<file path="src/rtl/bscan_pkg.sv">
package bscan_pkg;
  typedef struct packed {
    logic capture;
    logic shift;
    logic update;
  } bscan_ctrl_t;
endpackage

</file>
<file path="src/rtl/bscan_cell.sv">
module bscan_cell
  import bscan_pkg::*;
(
  input  logic        clk,
  input  logic        rst,
  input  bscan_ctrl_t ctrl,
  input  logic        test_mode,
  input  logic        pin_in,
  input  logic        scan_in,
  output logic        scan_out,
  output logic        pin_out
);
  logic scan_q;
  logic upd_q;

  // Scan stage: capture has priority over shift, otherwise hold.
  always_ff @(posedge clk) begin
    if (rst)              scan_q <= 1'b0;
    else if (ctrl.capture) scan_q <= pin_in;
    else if (ctrl.shift)   scan_q <= scan_in;
  end

  // Update stage loads on the falling edge so it never races the scan path.
  always_ff @(negedge clk) begin
    if (rst)              upd_q <= 1'b0;
    else if (ctrl.update) upd_q <= scan_q;
  end

  assign scan_out = scan_q;
  assign pin_out  = test_mode ? upd_q : pin_in;

  assert_capture_R2: assert property (@(posedge clk) disable iff (rst)
    ctrl.capture |=> scan_q == $past(pin_in));
  assert_hold_R4: assert property (@(posedge clk) disable iff (rst)
    (!ctrl.capture && !ctrl.shift) |=> $stable(scan_q));
  assert_update_only_R5: assert property (@(negedge clk) disable iff (rst)
    (!$past(ctrl.update) && !$past(rst)) |-> $stable(upd_q));
  assert_capture_wins_R9: assert property (@(posedge clk) disable iff (rst)
    (ctrl.capture && ctrl.shift) |=> scan_q == $past(pin_in));
endmodule

</file>
<file path="src/rtl/bscan_mode_reg.sv">
module bscan_mode_reg (
  input  logic clk,
  input  logic rst,
  input  logic mode_in,
  output logic mode_q
);
  always_ff @(posedge clk) begin
    if (rst) mode_q <= 1'b0;
    else     mode_q <= mode_in;
  end

  assert_mode_cleared_R10: assert property (@(posedge clk) disable iff (rst)
    $past(rst) |-> !mode_q);
  assert_mode_follows_R10: assert property (@(posedge clk) disable iff (rst)
    !$past(rst) |-> mode_q == $past(mode_in));
endmodule

</file>
<file path="src/rtl/bscan_chain.sv">
module bscan_chain
  import bscan_pkg::*;
#(
  parameter int NUM_CELLS = 8
) (
  input  logic                 clk,
  input  logic                 rst,
  input  logic                 capture_en,
  input  logic                 shift_en,
  input  logic                 update_en,
  input  logic                 test_mode,
  input  logic                 ser_in,
  output logic                 ser_out,
  input  logic [NUM_CELLS-1:0] par_in,
  output logic [NUM_CELLS-1:0] par_out
);
  localparam int LAST = NUM_CELLS - 1;

  bscan_ctrl_t           ctrl;
  logic                  mode_q;
  logic [NUM_CELLS-1:0]  scan_vec;

  assign ctrl = '{capture: capture_en, shift: shift_en, update: update_en};

  bscan_mode_reg u_mode (
    .clk     (clk),
    .rst     (rst),
    .mode_in (test_mode),
    .mode_q  (mode_q)
  );

  for (genvar i = 0; i < NUM_CELLS; i++) begin : g_cell
    logic link_in;
    if (i == LAST) begin : g_tail
      assign link_in = ser_in;
    end else begin : g_body
      assign link_in = scan_vec[i+1];
    end
    bscan_cell u_cell (
      .clk       (clk),
      .rst       (rst),
      .ctrl      (ctrl),
      .test_mode (mode_q),
      .pin_in    (par_in[i]),
      .scan_in   (link_in),
      .scan_out  (scan_vec[i]),
      .pin_out   (par_out[i])
    );
  end

  assign ser_out = scan_vec[0];

  if (NUM_CELLS > 1) begin : g_shift_chk
    assert_shift_step_R3: assert property (@(posedge clk) disable iff (rst)
      (shift_en && !capture_en) |=>
        (scan_vec[LAST-1:0] == $past(scan_vec[LAST:1])) && (scan_vec[LAST] == $past(ser_in)));
  end
endmodule

</file>
<file path="config.mk">
export PLATFORM = sky130hd
export DESIGN_NAME = bscan_chain
export DESIGN_NICKNAME = d
export VERILOG_FILES = /design/src/rtl/bscan_pkg.sv /design/src/rtl/bscan_cell.sv /design/src/rtl/bscan_mode_reg.sv /design/src/rtl/bscan_chain.sv
export SDC_FILE = /design/constraint.sdc
export NUM_CORES = 1
export LEC_CHECK = 0
export BUFFER_PORTS_ARGS = -buffer_cell sky130_fd_sc_hd__buf_4
export CAP_MARGIN = 10
export CORE_AREA = 3 3 48 50
export DETAILED_ROUTE_END_ITERATION = 8
export DIE_AREA = 0 0 51 53
export PLACE_DENSITY = 0.77
export SETUP_SLACK_MARGIN = 0.05
export SYNTH_ARGS = -nofsm -noshare
export SYNTH_HDL_FRONTEND = slang
export SYNTH_SLANG_ARGS = --single-unit
export TNS_END_PERCENT = 50
</file>
<file path="constraint.sdc">
create_clock -name clk -period 2.35 [get_ports clk]
set_clock_uncertainty 0.2 [all_clocks]
set_input_delay 0.3525 -clock clk [delete_from_list [all_inputs] [get_ports clk]]
set_output_delay 0.3525 -clock clk [all_outputs]
set_load 0.02 [all_outputs]
</file>
==> results by group <==
Outcome
  – Status: complete, but fails checks
  – Failing checks: setup timing

Yosys
  – Post-synthesis async set-or-reset flop share: 0%
  – Post-synth top area share: 40.7%
  – Gate Count Post-Synth: 81
  – Yosys Warn Count: 0
  – Syn Nets: 96
  – Synth cell types: 11
  – Synth Area per Inst: 10.3 um^2
  – Leading area contributor after synthesis: dfxtp_1
  – Ys flop type: dfxtp_1
  – Synth Register Bits: 17
  – Number of synthesized flops with an enable pin: 0
  – Register area share after synthesis: 40.7%
  – Most instantiated cells after synthesis: 17 x dfxtp_1, 16 x mux2i_1, 9 x nor2b_1
  – Count leader, synth: dfxtp_1
  – Area contributors post-synth: dfxtp_1 41%, mux2i_1 19%, mux2_2 11%
  – Mapped Area: roughly 840 um^2

Layout
  – Layout Nets: approximately 120
  – Fillers: 193
  – Number of antenna diodes: 0
  – Layout area overhead: 28.0%
  – Layout cells sized above 1: about two fifths
  – Final core utilization: 55.1%

Drt
  – DRT iter0 DRCs: 10
  – DR pass1 iterations: 4
  – DR vias: 624
  – Routed len/inst: 12.6 um
  – Routed Antenna Nets: 0
  – Routed wire length: around 1.6 mm
  – DRC Markers: 0
  – Vias per cell: around 4.8

Setup path
  – Critical Path Source: g_cell[2].u_cell.upd_q$_SDFFE_NP0P_
  – Critical Path End: par_out[2]
  – R2R Path End: g_cell[6].u_cell.upd_q$_SDFFE_NP0P_
  – Flop2flop setup slack: roughly 0.38 ns
  – Critical Path AT: 2.23 ns
  – CP max FO: 2
  – Worst Reg-to-Reg Cells: 2
  – Critical path class: register to output pin
  – Req. time, crit path: 1.80 ns
  – Reg-to-reg startpoint: g_cell[6].u_cell.scan_out$_SDFFE_PP0P_
  – CP startpoint kind: register
  – Critical Path Sink Type: output pin

Timing
  – Setup ws final: -0.434 ns
  – Max-slew violations: 0
  – Finish-stage setup viols: 8
  – Final hold viol count: 0
  – RSZ-0062 raised after global routing: yes
  – Worst relative slew slack: roughly 64%
  – Worst-margin pin slew: ~0.54 ns
  – Hold slack: between 0.05 and 0.06 ns

Power and ir drop
  – Comb pwr share: approximately 19%
  – Clock network fraction of total power: 32.0%
  – Pwr Density: roughly 620 nW/um^2
  – Psw: 197 uW
  – Static Leakage: 0.521 nW
  – Sequential power share: slightly below 50%
  – Maximum vdd ir drop: ~380 uV
  – Int Power: 464 uW
  – Overall Power: 661 uW
  – Sw Share: approximately 30%

Clocking
  – Clock root buffer: clkbuf_4
  – Hold buffers post-CTS: 0
  – Post-cts sizing count: 8
  – Clk buf depth: 2
  – TritonCTS clock tree: built
  – Skew-Pair Late Insertion Delay: 0.30 ns
  – CTS sink count: 17
  – Cts bufs inserted: 3
  – Setup Buffers After CTS: 0
  – Clock-pin transition on the worst setup and hold timing paths: roughly 0.11 ns
  – H-tree depth: 1

Floorplan
  – Die ar.: 2700 um^2
  – Die span in y: 53 um
  – Core area: 1940 um^2
  – Initial core utilization: 43.0%
  – I/O pins: 24
  – Die Span X: 51 um
  – Std-Cell Rows: 16

Global route
  – First-pass GRT wire length: 2.84 mm
  – Initial antenna violation count: 0
  – Vias in the first global route: 631
  – Global Route Usage Sum: about 14%
  – Largest net degree at the start of global routing: 18
  – Overflow after GRT: 0

Run
  – MaxCap Viol Count: 0

Placement
  – IO buf count: 23
  – Gp weighted congestion: 0.696

Worst hold path
  – Worst Hold Class: input port to register
==> final cells by class <==
type | count | area (um^2) | area share [%]
sequential | 17 | 347 | 32.4
clock inverter | 8 | 30.0 | 2.81
tap | 27 | 33.8 | 3.16
timing repair buffer | 23 | 203 | 18.9
clock buffer | 4 | 26.3 | 2.46
inverter | 1 | 3.75 | 0.351
multi-input combinational | 49 | 427 | 39.9
==> routing by layer <==
| metal | vias to the layer above | global-route usage [%] | wire length [um] |
|---|---|---|---|
| li1 | 316 | - | - |
| met1 | 291 | 17.5 | 740 |
| met2 | 17 | 23.8 | 796 |
| met3 | 0 | 2.82 | 89 |
| met4 | 0 | 5.38 | 0 |
| met5 | - | 0 | 0 |
==> layout by cell type (no fill, tap or decap), drive strengths merged <==
cell type  instances
nor2b              9
mux2i             16
buf               23
a211oi             8
mux2               8
clkbuf             4
nor2               8
inv                9
dfxtp             17
==> how the worst min path moves through the flow <==
stage,startpoint,end,slack [ns],cells after the start
2_1_floorplan,g_cell[0].u_cell.upd_q$_SDFFE_NP0P_,g_cell[0].u_cell.upd_q$_SDFFE_NP0P_,0.26,2
3_3_place_gp,g_cell[4].u_cell.upd_q$_SDFFE_NP0P_,g_cell[4].u_cell.upd_q$_SDFFE_NP0P_,0.27,2
3_5_place_dp,g_cell[0].u_cell.upd_q$_SDFFE_NP0P_,g_cell[0].u_cell.upd_q$_SDFFE_NP0P_,0.29,2
4_1_cts,test_mode,u_mode.mode_q$_SDFF_PP0_,0.05,2
5_1_grt,test_mode,u_mode.mode_q$_SDFF_PP0_,0.06,2
6_report,test_mode,u_mode.mode_q$_SDFF_PP0_,0.06,2
==> per-stage QoR <==
step	TNS (ns)	setup WS, ns	cells	area (um^2)
2_1_floorplan	-0.321	-0.0401	81	896
3_3_place_gp	-0.518	-0.0659	118	981
3_5_place_dp	-0.566	-0.0875	118	981
4_1_cts	-3.42	-0.443	129	1060
5_1_grt	-3.68	-0.473	129	1070
6_report	-3.36	-0.434	129	1070
==> state kept, by name (all words and copies together), names as in the netlist <==
name / cells
g_cell.u_cell.scan_out: 8
g_cell.u_cell.upd_q: 8
u_mode.mode_q: 1
==> power groups by stage <==
stage,logic (mW),clock network [mW],registers [mW]
2_1_floorplan,0.102,0.0236,0.322
3_3_place_gp,0.117,0.0236,0.327
3_5_place_dp,0.119,0.0236,0.327
4_1_cts,0.128,0.216,0.322
5_1_grt,0.139,0.238,0.325
6_report,0.128,0.212,0.322
==> critical path: stages (launching register included) <==
cell     delay, ns
dfxtp_2       0.31
mux2_4        0.26
buf_6         0.13
==> kinds of logic after synthesis <==
family | after synthesis | share of synthesized area [%]
flip-flops | 17 | 40.7
multiplexers | 24 | 29.9
AND/OR/NAND/NOR | 17 | 10.3
AO/OA/AOI/OAI | 8 | 7.19
buffers and inverters | 15 | 11.8
Note: power is estimated with default switching activity, not from simulation.
